`src/rtl/rom_dec_pkg.sv`:
```
package rom_dec_pkg;

    typedef enum logic [1:0] {
        ST_IDLE        = 2'd0,
        ST_READ        = 2'd1,
        ST_WRITE       = 2'd2,
        ST_WRITE_MUTED = 2'd3
    } rom_cyc_e;

    typedef struct packed {
        logic claim;
        logic cs_n;
        logic memr_n;
        logic memw_n;
        logic wr_n;
    } rom_strb_t;

    localparam rom_strb_t STRB_IDLE = '{claim: 1'b0, cs_n: 1'b1, memr_n: 1'b1,
                                        memw_n: 1'b1, wr_n: 1'b1};

    function automatic rom_strb_t strobes_for(rom_cyc_e st);
        rom_strb_t s;
        s = STRB_IDLE;
        unique case (st)
            ST_IDLE: s = STRB_IDLE;
            ST_READ: begin
                s.claim  = 1'b1;
                s.cs_n   = 1'b0;
                s.memr_n = 1'b0;
            end
            ST_WRITE: begin
                s.claim  = 1'b1;
                s.cs_n   = 1'b0;
                s.memw_n = 1'b0;
                s.wr_n   = 1'b0;
            end
            ST_WRITE_MUTED: begin
                s.claim  = 1'b1;
                s.memw_n = 1'b0;
                s.wr_n   = 1'b0;
            end
        endcase
        return s;
    endfunction

endpackage

```
`src/rtl/rom_window_match.sv`:
```
module rom_window_match #(
    parameter int ADDR_W      = 32,
    parameter int END_LOG2    = 20,
    parameter int NARROW_LOG2 = 16,
    parameter int WIDE_LOG2   = 17
) (
    input  logic [ADDR_W-1:0] addr,
    input  logic              widen,
    output logic              hit
);
    localparam logic [ADDR_W-1:0] END_V    = ADDR_W'((65'd1 << END_LOG2) - 65'd1);
    localparam logic [ADDR_W-1:0] NARROW_M = ADDR_W'((65'd1 << NARROW_LOG2) - 65'd1);
    localparam logic [ADDR_W-1:0] WIDE_M   = ADDR_W'((65'd1 << WIDE_LOG2) - 65'd1);

    logic [ADDR_W-1:0] span_mask;

    always_comb begin
        span_mask = widen ? WIDE_M : NARROW_M;
        // Window ends at 2**END_LOG2-1; filling the span bits must land exactly there.
        hit = ((addr | span_mask) == END_V);
    end
endmodule

```
`src/rtl/rom_width_sel.sv`:
```
module rom_width_sel (
    input  logic clk,
    input  logic rst_n,
    input  logic strap,
    input  logic ovr_en,
    input  logic ovr_w16,
    output logic is16
);
    logic strap_q;

    always_ff @(posedge clk) begin
        if (!rst_n) strap_q <= strap;
    end

    always_comb is16 = ovr_en ? ovr_w16 : strap_q;

    a_r11_strap_frozen: assert property (@(posedge clk) disable iff (!rst_n)
        ($past(rst_n) && !ovr_en && $past(!ovr_en)) |-> $stable(is16));
endmodule

```
`src/rtl/rom_cycle_fsm.sv`:
```
module rom_cycle_fsm
    import rom_dec_pkg::*;
(
    input  logic      clk,
    input  logic      rst_n,
    input  logic      req_valid,
    input  logic      req_write,
    input  logic      hit,
    input  logic      wr_en,
    input  logic      bus_ack,
    output rom_strb_t strb
);
    rom_cyc_e state_q, state_d;

    always_comb begin
        state_d = state_q;
        unique case (state_q)
            ST_IDLE: begin
                if (req_valid && hit) begin
                    if (!req_write)  state_d = ST_READ;
                    else if (wr_en)  state_d = ST_WRITE;
                    else             state_d = ST_WRITE_MUTED;
                end
            end
            ST_READ, ST_WRITE, ST_WRITE_MUTED: begin
                if (bus_ack) state_d = ST_IDLE;
            end
        endcase
    end

    always_ff @(posedge clk) begin
        if (!rst_n) state_q <= ST_IDLE;
        else        state_q <= state_d;
    end

    // Outputs registered from the next state so all strobes change on one edge.
    always_ff @(posedge clk) begin
        if (!rst_n) strb <= STRB_IDLE;
        else        strb <= strobes_for(state_d);
    end

    a_r5_cs_needs_claim: assert property (@(posedge clk) disable iff (!rst_n)
        !strb.cs_n |-> strb.claim);
    a_r5_rd_wr_exclusive: assert property (@(posedge clk) disable iff (!rst_n)
        !(!strb.memr_n && !strb.memw_n));
    a_r7_cs_write_enabled: assert property (@(posedge clk) disable iff (!rst_n)
        ($fell(strb.memw_n) && !strb.cs_n) |-> $past(wr_en));
    a_r6_write_muted: assert property (@(posedge clk) disable iff (!rst_n)
        ($fell(strb.memw_n) && !$past(wr_en)) |-> strb.cs_n);
    a_r8_miss_idle: assert property (@(posedge clk) disable iff (!rst_n)
        (state_q == ST_IDLE && req_valid && !hit) |=> (strb == STRB_IDLE));
    a_r9_release_together: assert property (@(posedge clk) disable iff (!rst_n)
        (state_q != ST_IDLE && bus_ack) |=> (strb == STRB_IDLE));
    a_r10_hold_while_busy: assert property (@(posedge clk) disable iff (!rst_n)
        (state_q != ST_IDLE && !bus_ack) |=> $stable(strb));
endmodule

```
`src/rtl/rom_cs_decoder.sv`:
```
module rom_cs_decoder
    import rom_dec_pkg::*;
#(
    parameter int ADDR_W     = 32,
    parameter int LO_END     = 20,
    parameter int LO_NARROW  = 16,
    parameter int LO_WIDE    = 17,
    parameter int HI_NARROW  = 18,
    parameter int HI_WIDE    = 24
) (
    input  logic              clk,
    input  logic              rst_n,
    input  logic              req_valid,
    input  logic [ADDR_W-1:0] req_addr,
    input  logic              req_write,
    input  logic              bus_ack,
    input  logic              width_strap,
    input  logic              cfg_lo_wide,
    input  logic              cfg_hi_wide,
    input  logic              cfg_wr_en,
    input  logic              cfg_width_ovr,
    input  logic              cfg_width16,
    output logic              claim,
    output logic              rom_cs_n,
    output logic              memr_n,
    output logic              memw_n,
    output logic              wr_n,
    output logic              rom_is16
);
    localparam int NWIN = 2;
    localparam int WIN_END    [NWIN] = '{LO_END, ADDR_W};
    localparam int WIN_NARROW [NWIN] = '{LO_NARROW, HI_NARROW};
    localparam int WIN_WIDE   [NWIN] = '{LO_WIDE, HI_WIDE};

    logic [NWIN-1:0] win_widen;
    logic [NWIN-1:0] win_hit;
    logic            any_hit;
    rom_strb_t       strb;

    assign win_widen = {cfg_hi_wide, cfg_lo_wide};

    for (genvar w = 0; w < NWIN; w++) begin : g_win
        rom_window_match #(
            .ADDR_W     (ADDR_W),
            .END_LOG2   (WIN_END[w]),
            .NARROW_LOG2(WIN_NARROW[w]),
            .WIDE_LOG2  (WIN_WIDE[w])
        ) u_match (
            .addr (req_addr),
            .widen(win_widen[w]),
            .hit  (win_hit[w])
        );
    end

    assign any_hit = |win_hit;

    rom_cycle_fsm u_fsm (
        .clk      (clk),
        .rst_n    (rst_n),
        .req_valid(req_valid),
        .req_write(req_write),
        .hit      (any_hit),
        .wr_en    (cfg_wr_en),
        .bus_ack  (bus_ack),
        .strb     (strb)
    );

    rom_width_sel u_width (
        .clk    (clk),
        .rst_n  (rst_n),
        .strap  (width_strap),
        .ovr_en (cfg_width_ovr),
        .ovr_w16(cfg_width16),
        .is16   (rom_is16)
    );

    assign claim    = strb.claim;
    assign rom_cs_n = strb.cs_n;
    assign memr_n   = strb.memr_n;
    assign memw_n   = strb.memw_n;
    assign wr_n     = strb.wr_n;
endmodule

```
`config.mk`:
```
export PLATFORM = sky130hd
export DESIGN_NAME = rom_cs_decoder
export DESIGN_NICKNAME = d
export VERILOG_FILES = /design/src/rtl/rom_dec_pkg.sv /design/src/rtl/rom_window_match.sv /design/src/rtl/rom_width_sel.sv /design/src/rtl/rom_cycle_fsm.sv /design/src/rtl/rom_cs_decoder.sv
export SDC_FILE = /design/constraint.sdc
export NUM_CORES = 1
export LEC_CHECK = 0
export ABC_AREA = 1
export BUFFER_PORTS_ARGS = -buffer_cell sky130_fd_sc_hd__buf_4
export CAP_MARGIN = 40
export CORE_AREA = 2 2 39 41
export CTS_BUF_LIST = sky130_fd_sc_hd__clkbuf_8
export CTS_CLUSTER_SIZE = 10
export DETAILED_ROUTE_END_ITERATION = 10
export DIE_AREA = 0 0 41 43
export GPL_TIMING_DRIVEN = 0
export PLACE_DENSITY = 0.85
export SYNTH_ARGS = -nofsm -noshare
export SYNTH_HDL_FRONTEND = slang
export SYNTH_SLANG_ARGS = --single-unit
```
`constraint.sdc`:
```
create_clock -name clk -period 2.9 [get_ports clk]
set_clock_uncertainty 0.05 [all_clocks]
set_input_delay 0.58 -clock clk [delete_from_list [all_inputs] [get_ports clk]]
set_output_delay 0.58 -clock clk [all_outputs]
set_load 0.1 [all_outputs]
```
### After elaboration in Yosys (flattened, before gate mapping)

Cells that the tools add are included.

| operators by class | value |
|---|---|
| eq/ne operators | 8 |
| mux-type cells | 12 |
| bitwise gates (word level) | 2 |
| reduce and logical (&&, ||, !) cells | 8 |

Operators with widths:

| operator | number |
|---|---|
| bitwise OR 32 bit | 2 |
| equality test 32 x 20 -> 1 bit (second input constant) | 1 |
| equality test 32 bit (second input constant) | 1 |
| two-way mux 24 bit | 1 |
| two-way mux 17 bit | 1 |
| equality test 2 bit (second input constant) | 4 |
| two-way mux 2 bit | 4 |
| OR reduction 2 bit | 3 |
| OR reduction 3 bit | 2 |
| equality test 2 x 1 -> 1 bit (second input constant) | 2 |
| logical NOT 2 bit | 2 |
| two-way mux 1 bit | 4 |
| one-hot mux 2 bit (2 select lines) | 1 |
| one-hot mux 1 bit (2 select lines) | 1 |
| logical AND 1 bit | 1 |

| word-level totals | value |
|---|---|
| register bits after elaboration | 8 |
| input bits | 43 |
| output and inout port bits | 6 |
| word-level logic and storage cells | 37 |

### Logic depth before layout (Yosys ltp)

| depth | value |
|---|---|
| depth in word-level cells | 10 |
| mapped depth | 11 |
| depth with buffers taken out | 11 |

### Hierarchy

A second synthesis with hierarchy kept.

| unflattened totals | value |
|---|---|
| cell total of the unflattened synthesis | 66 |
| area total of the unflattened synthesis | 421.7 um^2 |

Modules (own cells, without submodules):

| module | instances | cells each | area each (um^2) | sequential area each (um^2) |
|---|---|---|---|---|
| rom_cycle_fsm | 1 | 29 | 237.7 | 120.1 |
| rom_window_match (g_win[0].u_match) | 1 | 13 | 62.6 | 0.0 |
| rom_window_match (g_win[1].u_match) | 1 | 15 | 61.3 | 0.0 |
| rom_width_sel | 1 | 6 | 48.8 | 30.0 |
| rom_cs_decoder | 1 | 3 | 11.3 | 0.0 |

### Worst setup path after synthesis

No wires, ideal clock.

| path | value |
|---|---|
| path type | flip-flop to output port |
| start | register, netlist name u_fsm.strb[0] |
| end | output port wr_n |
| data arrival time | 1356 ps |
| required time | 2270 ps |
| setup slack | 914 ps |
| cell stages (with the launch flop) | 2 |
| path buffers | 1 |
| cell sequence | dfxtp_1 > buf_4 |

RTL lines:

| element | RTL line | RTL |
|---|---|---|
| end, declared | rom_cs_decoder.sv:27 | `output logic wr_n,` |

No word-level cell between the ends.

### Final worst setup path

| path | value |
|---|---|
| start | input port req_addr[26] |
| end | register, netlist name u_fsm.strb[3] |

| on the way | value |
|---|---|
| longest elaborated chain between the ends | 9 |
| elaborated cells on any way between the ends | 12 |
| those cells by class | eq/ne (4); mux (3); bitwise (2); reduce/logical (3) |

Ends and longest elaborated chain:

| element | RTL line | RTL |
|---|---|---|
| start, declared | rom_cs_decoder.sv:14 | `input logic [ADDR_W-1:0] req_addr,` |
| bitwise OR 32 bit | rom_window_match.sv:20 | `hit = ((addr \| span_mask) == END_V);` |
| equality test 32 x 20 -> 1 bit or equality test 32 bit (tied branches) | rom_window_match.sv:20 |  |
| OR reduction 2 bit * | rom_cs_decoder.sv:55 | `assign any_hit = \|win_hit;` |
| logical AND 1 bit * | rom_cycle_fsm.sv:19 | `if (req_valid && hit) begin` |
| two-way mux 2 bit * | rom_cycle_fsm.sv:19 |  |
| one-hot mux 2 bit (2 select lines) * | rom_cycle_fsm.sv:17 | `unique case (state_q)` |
| via u_fsm.state_d[0] | rom_cycle_fsm.sv:13 | `rom_cyc_e state_q, state_d;` |
| equality test 2 x 1 -> 1 bit or equality test 2 bit (tied branches) | rom_dec_pkg.sv:24 | `unique case (st)` |
| OR reduction 2 bit (no line) * | - |  |
| two-way mux 1 bit * | rom_dec_pkg.sv:24 |  |

The timed path passes the listed nets; every way through them passes the cells marked *.
A chain may end at the register's enable or synchronous reset.

==> out/qor.yml <==
outcome:
  outcome: "finished, final reports clean"
power:
  max-vdd-ir-drop_v: 0.000286
  static-leakage-power_uw: 0.000399
  power.density_cell_area_nw_per_um2: 392
global_routing:
  globalRouteOverflowTotal: 0
  grt_antenna_before_repair: 0
  global_route.usage.total_pct: 14.8
  grt_first_pass_wirelength_mm: 1.70
  pin_count_of_the_biggest_net_entering_global_routing: 6
  first_global_vias: 479
detailed_routing:
  post-route-drc-count: 0
  antenna_violating_nets_post_route: 0
  routedLengthMet1_um: 327
  vias_per_cell: 4.41
  routed_wirelength_mm: 1.10
  route.met3.wl_um: 46
  maxUsedRoutingLayer: "met4"
  dr_wl_met2_um: 699
  vias: 503
  wire_length_per_cell_after_detailed_routing_um: 9.67
  firstDrtPassIters: 4
  first_iter_violations: 11
die:
  initial_core_util_pct: 30.5
  placement_rows: 14
  die_height_um: 43
  fp.dieArea_um2: 1760
  die_w_um: 41
  top_level_ports: 49
  core-area_um2: 1380
worst_setup_path:
  critical_r2r_capture: "u_fsm.strb[3]"
  cp-start-kind: "input pin"
  worst_setup_path_end_kind: "flip-flop"
  critical_path_peak_fanout: 4
  r2r_slack_ns: 1.37
  worst_r2r_startpoint: "u_fsm.state_q[0]"
  reg2regPathDepth: 8
  cp.arrival_ns: 1.95
  critical_path_required_ns: 2.96
  worst-setup-path-type: "in -> reg"
yosys:
  synth_fp_nets: 108
  compound_gate_portion_of_the_synthesized_area_pct: 1.19
  synthAdderAreaFrac_pct: 8.90
  avg_inst_size_synth_um2: 6.80
  yosys_warnings: 0
  ys_seq_elements: 7
  post_synthesis_xor_xnor_area_fraction_pct: 0
  synth_simple_gate_area_share_pct: 41.8
  synth.yosys.seq_area_share_pct: 35.6
  yosys-mux-area-fraction_pct: 2.67
  synth.lib_cells_used.distinct: 16
  post_synth_inst_count: 62
  syn-cell-area_um2: 422
  dominant_combinational_cell_family_by_area_after_synthesis: "simple AND/OR/NAND/NOR gates"
cts:
  clock_latency_ns: 0.23
  numCtsBuffers: 3
  root_buffer_master: "clkbuf_8"
  post-cts-setup-buffers: 0
  cts_hold_buffers: 0
  clock_tree.buffer_depth: 2
  cts_tree: "done"
  post_cts_resized: 0
  clkSlewWorstSetupHoldPaths_ns: 0.04
  h-tree-depth: 1
  cts.sinks: 7
layout:
  synthToLayoutAreaGrowth_pct: 72.4
  final_cell_count_no_fill: 114
  layout.cells.most_common: "buf_4"
  layout_common_cells: "buf_4, nand2_1, nor2_1"
  fin_nets: 145
  antenna_cells_inserted: 0
  drive_gt1_share_pct: 42.9
timing:
  final-setup-viol-count: 0
  final-hold-violation-count: 0
  fmaxAchievable_mhz: 530
  report.final.slew_viol_count: 0
  timing_worst_slew_pin_value_ns: 0.281
  final.setup.tns_ns: 0
  period_minus_slack_ns: 1.89
  layout_worst_path_cycle_share_pct: 65.1
  rsz0062_at_grt: "false"
  max-slew-margin-rel_pct: 81.4
worst_hold_path:
  min_path_cells: 1
  hold_path.class: "in -> reg"
  hp-start: "width_strap"
  holdPathEnd: "u_width.strap_q"
place:
  place_hpwl_um: 938
  gpl.final_weighted_congestion: 0.775
  dpl.cell_count: 110
  port-buffer-count: 32
job:
  timing.max_cap.violations: 0
flip-flops by register name, indices dropped and copies added (netlist names):
signal,flops
u_fsm.state_q,2
u_fsm.strb,4
u_width.strap_q,1
through the flow:
| stage | power [uW] | utilization [%] | instance area, um2 | hold WS (ns) | worst slack, ns |
|---|---|---|---|---|---|
| floorplan | 122 | - | 422 | 0.534 | 0.914 |
| global placement | 153 | 49.3 | 682 | 0.564 | 0.875 |
| detailed placement | 154 | 49.3 | 682 | 0.579 | 0.784 |
| CTS | 288 | 52.5 | 727 | 0.481 | 1.02 |
| global route | 295 | 52.5 | 727 | 0.478 | 0.864 |
| finish | 285 | 52.5 | 727 | 0.483 | 1.01 |
worst max-delay path, stage by stage:
cell,delay [ns]
buf_4,0.11
nor2_1,0.09
nand2_1,0.06
nor2_1,0.09
nand3_1,0.08
nand2_1,0.08
nand3_1,0.10
nand2_2,0.11
inv_1,0.06
ha_1,0.30
or2_2,0.29
cell usage after synthesis:
cell	instances	share of area, %
nand2_1	18	16
nor3b_1	1	1.8
nand2_2	2	3.0
and2_2	1	1.8
ha_1	3	8.9
edfxtp_1	1	7.1
buf_4	1	1.8
nand3_1	3	3.6
mux2_2	1	2.7
nor2_2	1	1.5
dfxtp_1	6	28
nor2_1	11	9.8
nand4_1	2	3.0
inv_1	9	8.0
o21ai_0	1	1.2
or2_2	1	1.5
routing by layer:
metal | GRT usage (%) | up-vias
met5 | 0 | -
met4 | 9.33 | 0
met3 | 6.81 | 4
met2 | 27.8 | 13
met1 | 10.1 | 224
li1 | - | 262
cell type report:
| class | count | area, um2 |
|---|---|---|
| Sequential cell | 7 | 150 |
| Inverter | 9 | 33.8 |
| Fill cell | 130 | 657 |
| Clock buffer | 3 | 41.3 |
| Tap cell | 16 | 20.0 |
| Clock inverter | 1 | 3.75 |
| Timing Repair Buffer | 32 | 240 |
| Buffer | 1 | 7.51 |
| Multi-Input combinational cell | 45 | 230 |
report_power, final:
group | total, uW | internal, uW | switching, uW
Clock | 133 | 91.4 | 41.1
Sequential | 100 | 100 | 0.244
Combinational | 52.2 | 28.8 | 23.3
cells by family (layout without fill, tap and decap cells):
kind of cell    count (synthesis)  in the layout
simple gates                   40             40
compound gates                  1              1
flops                           7              7
mux                             1              1
fa+ha+maj                       3              3
buf+inv                        10             46
worst max path at each step:
stage,startpoint,to,cells after the start
6_report,req_addr[26],u_fsm.strb[3],11
5_1_grt,req_addr[20],u_fsm.strb[3],11
4_1_cts,req_addr[26],u_fsm.strb[3],11
3_5_place_dp,req_addr[26],u_fsm.strb[3],11
3_3_place_gp,req_addr[26],u_fsm.strb[3],11
2_1_floorplan,u_fsm.strb[0],wr_n,1
Power figures use the tool's default switching activity.
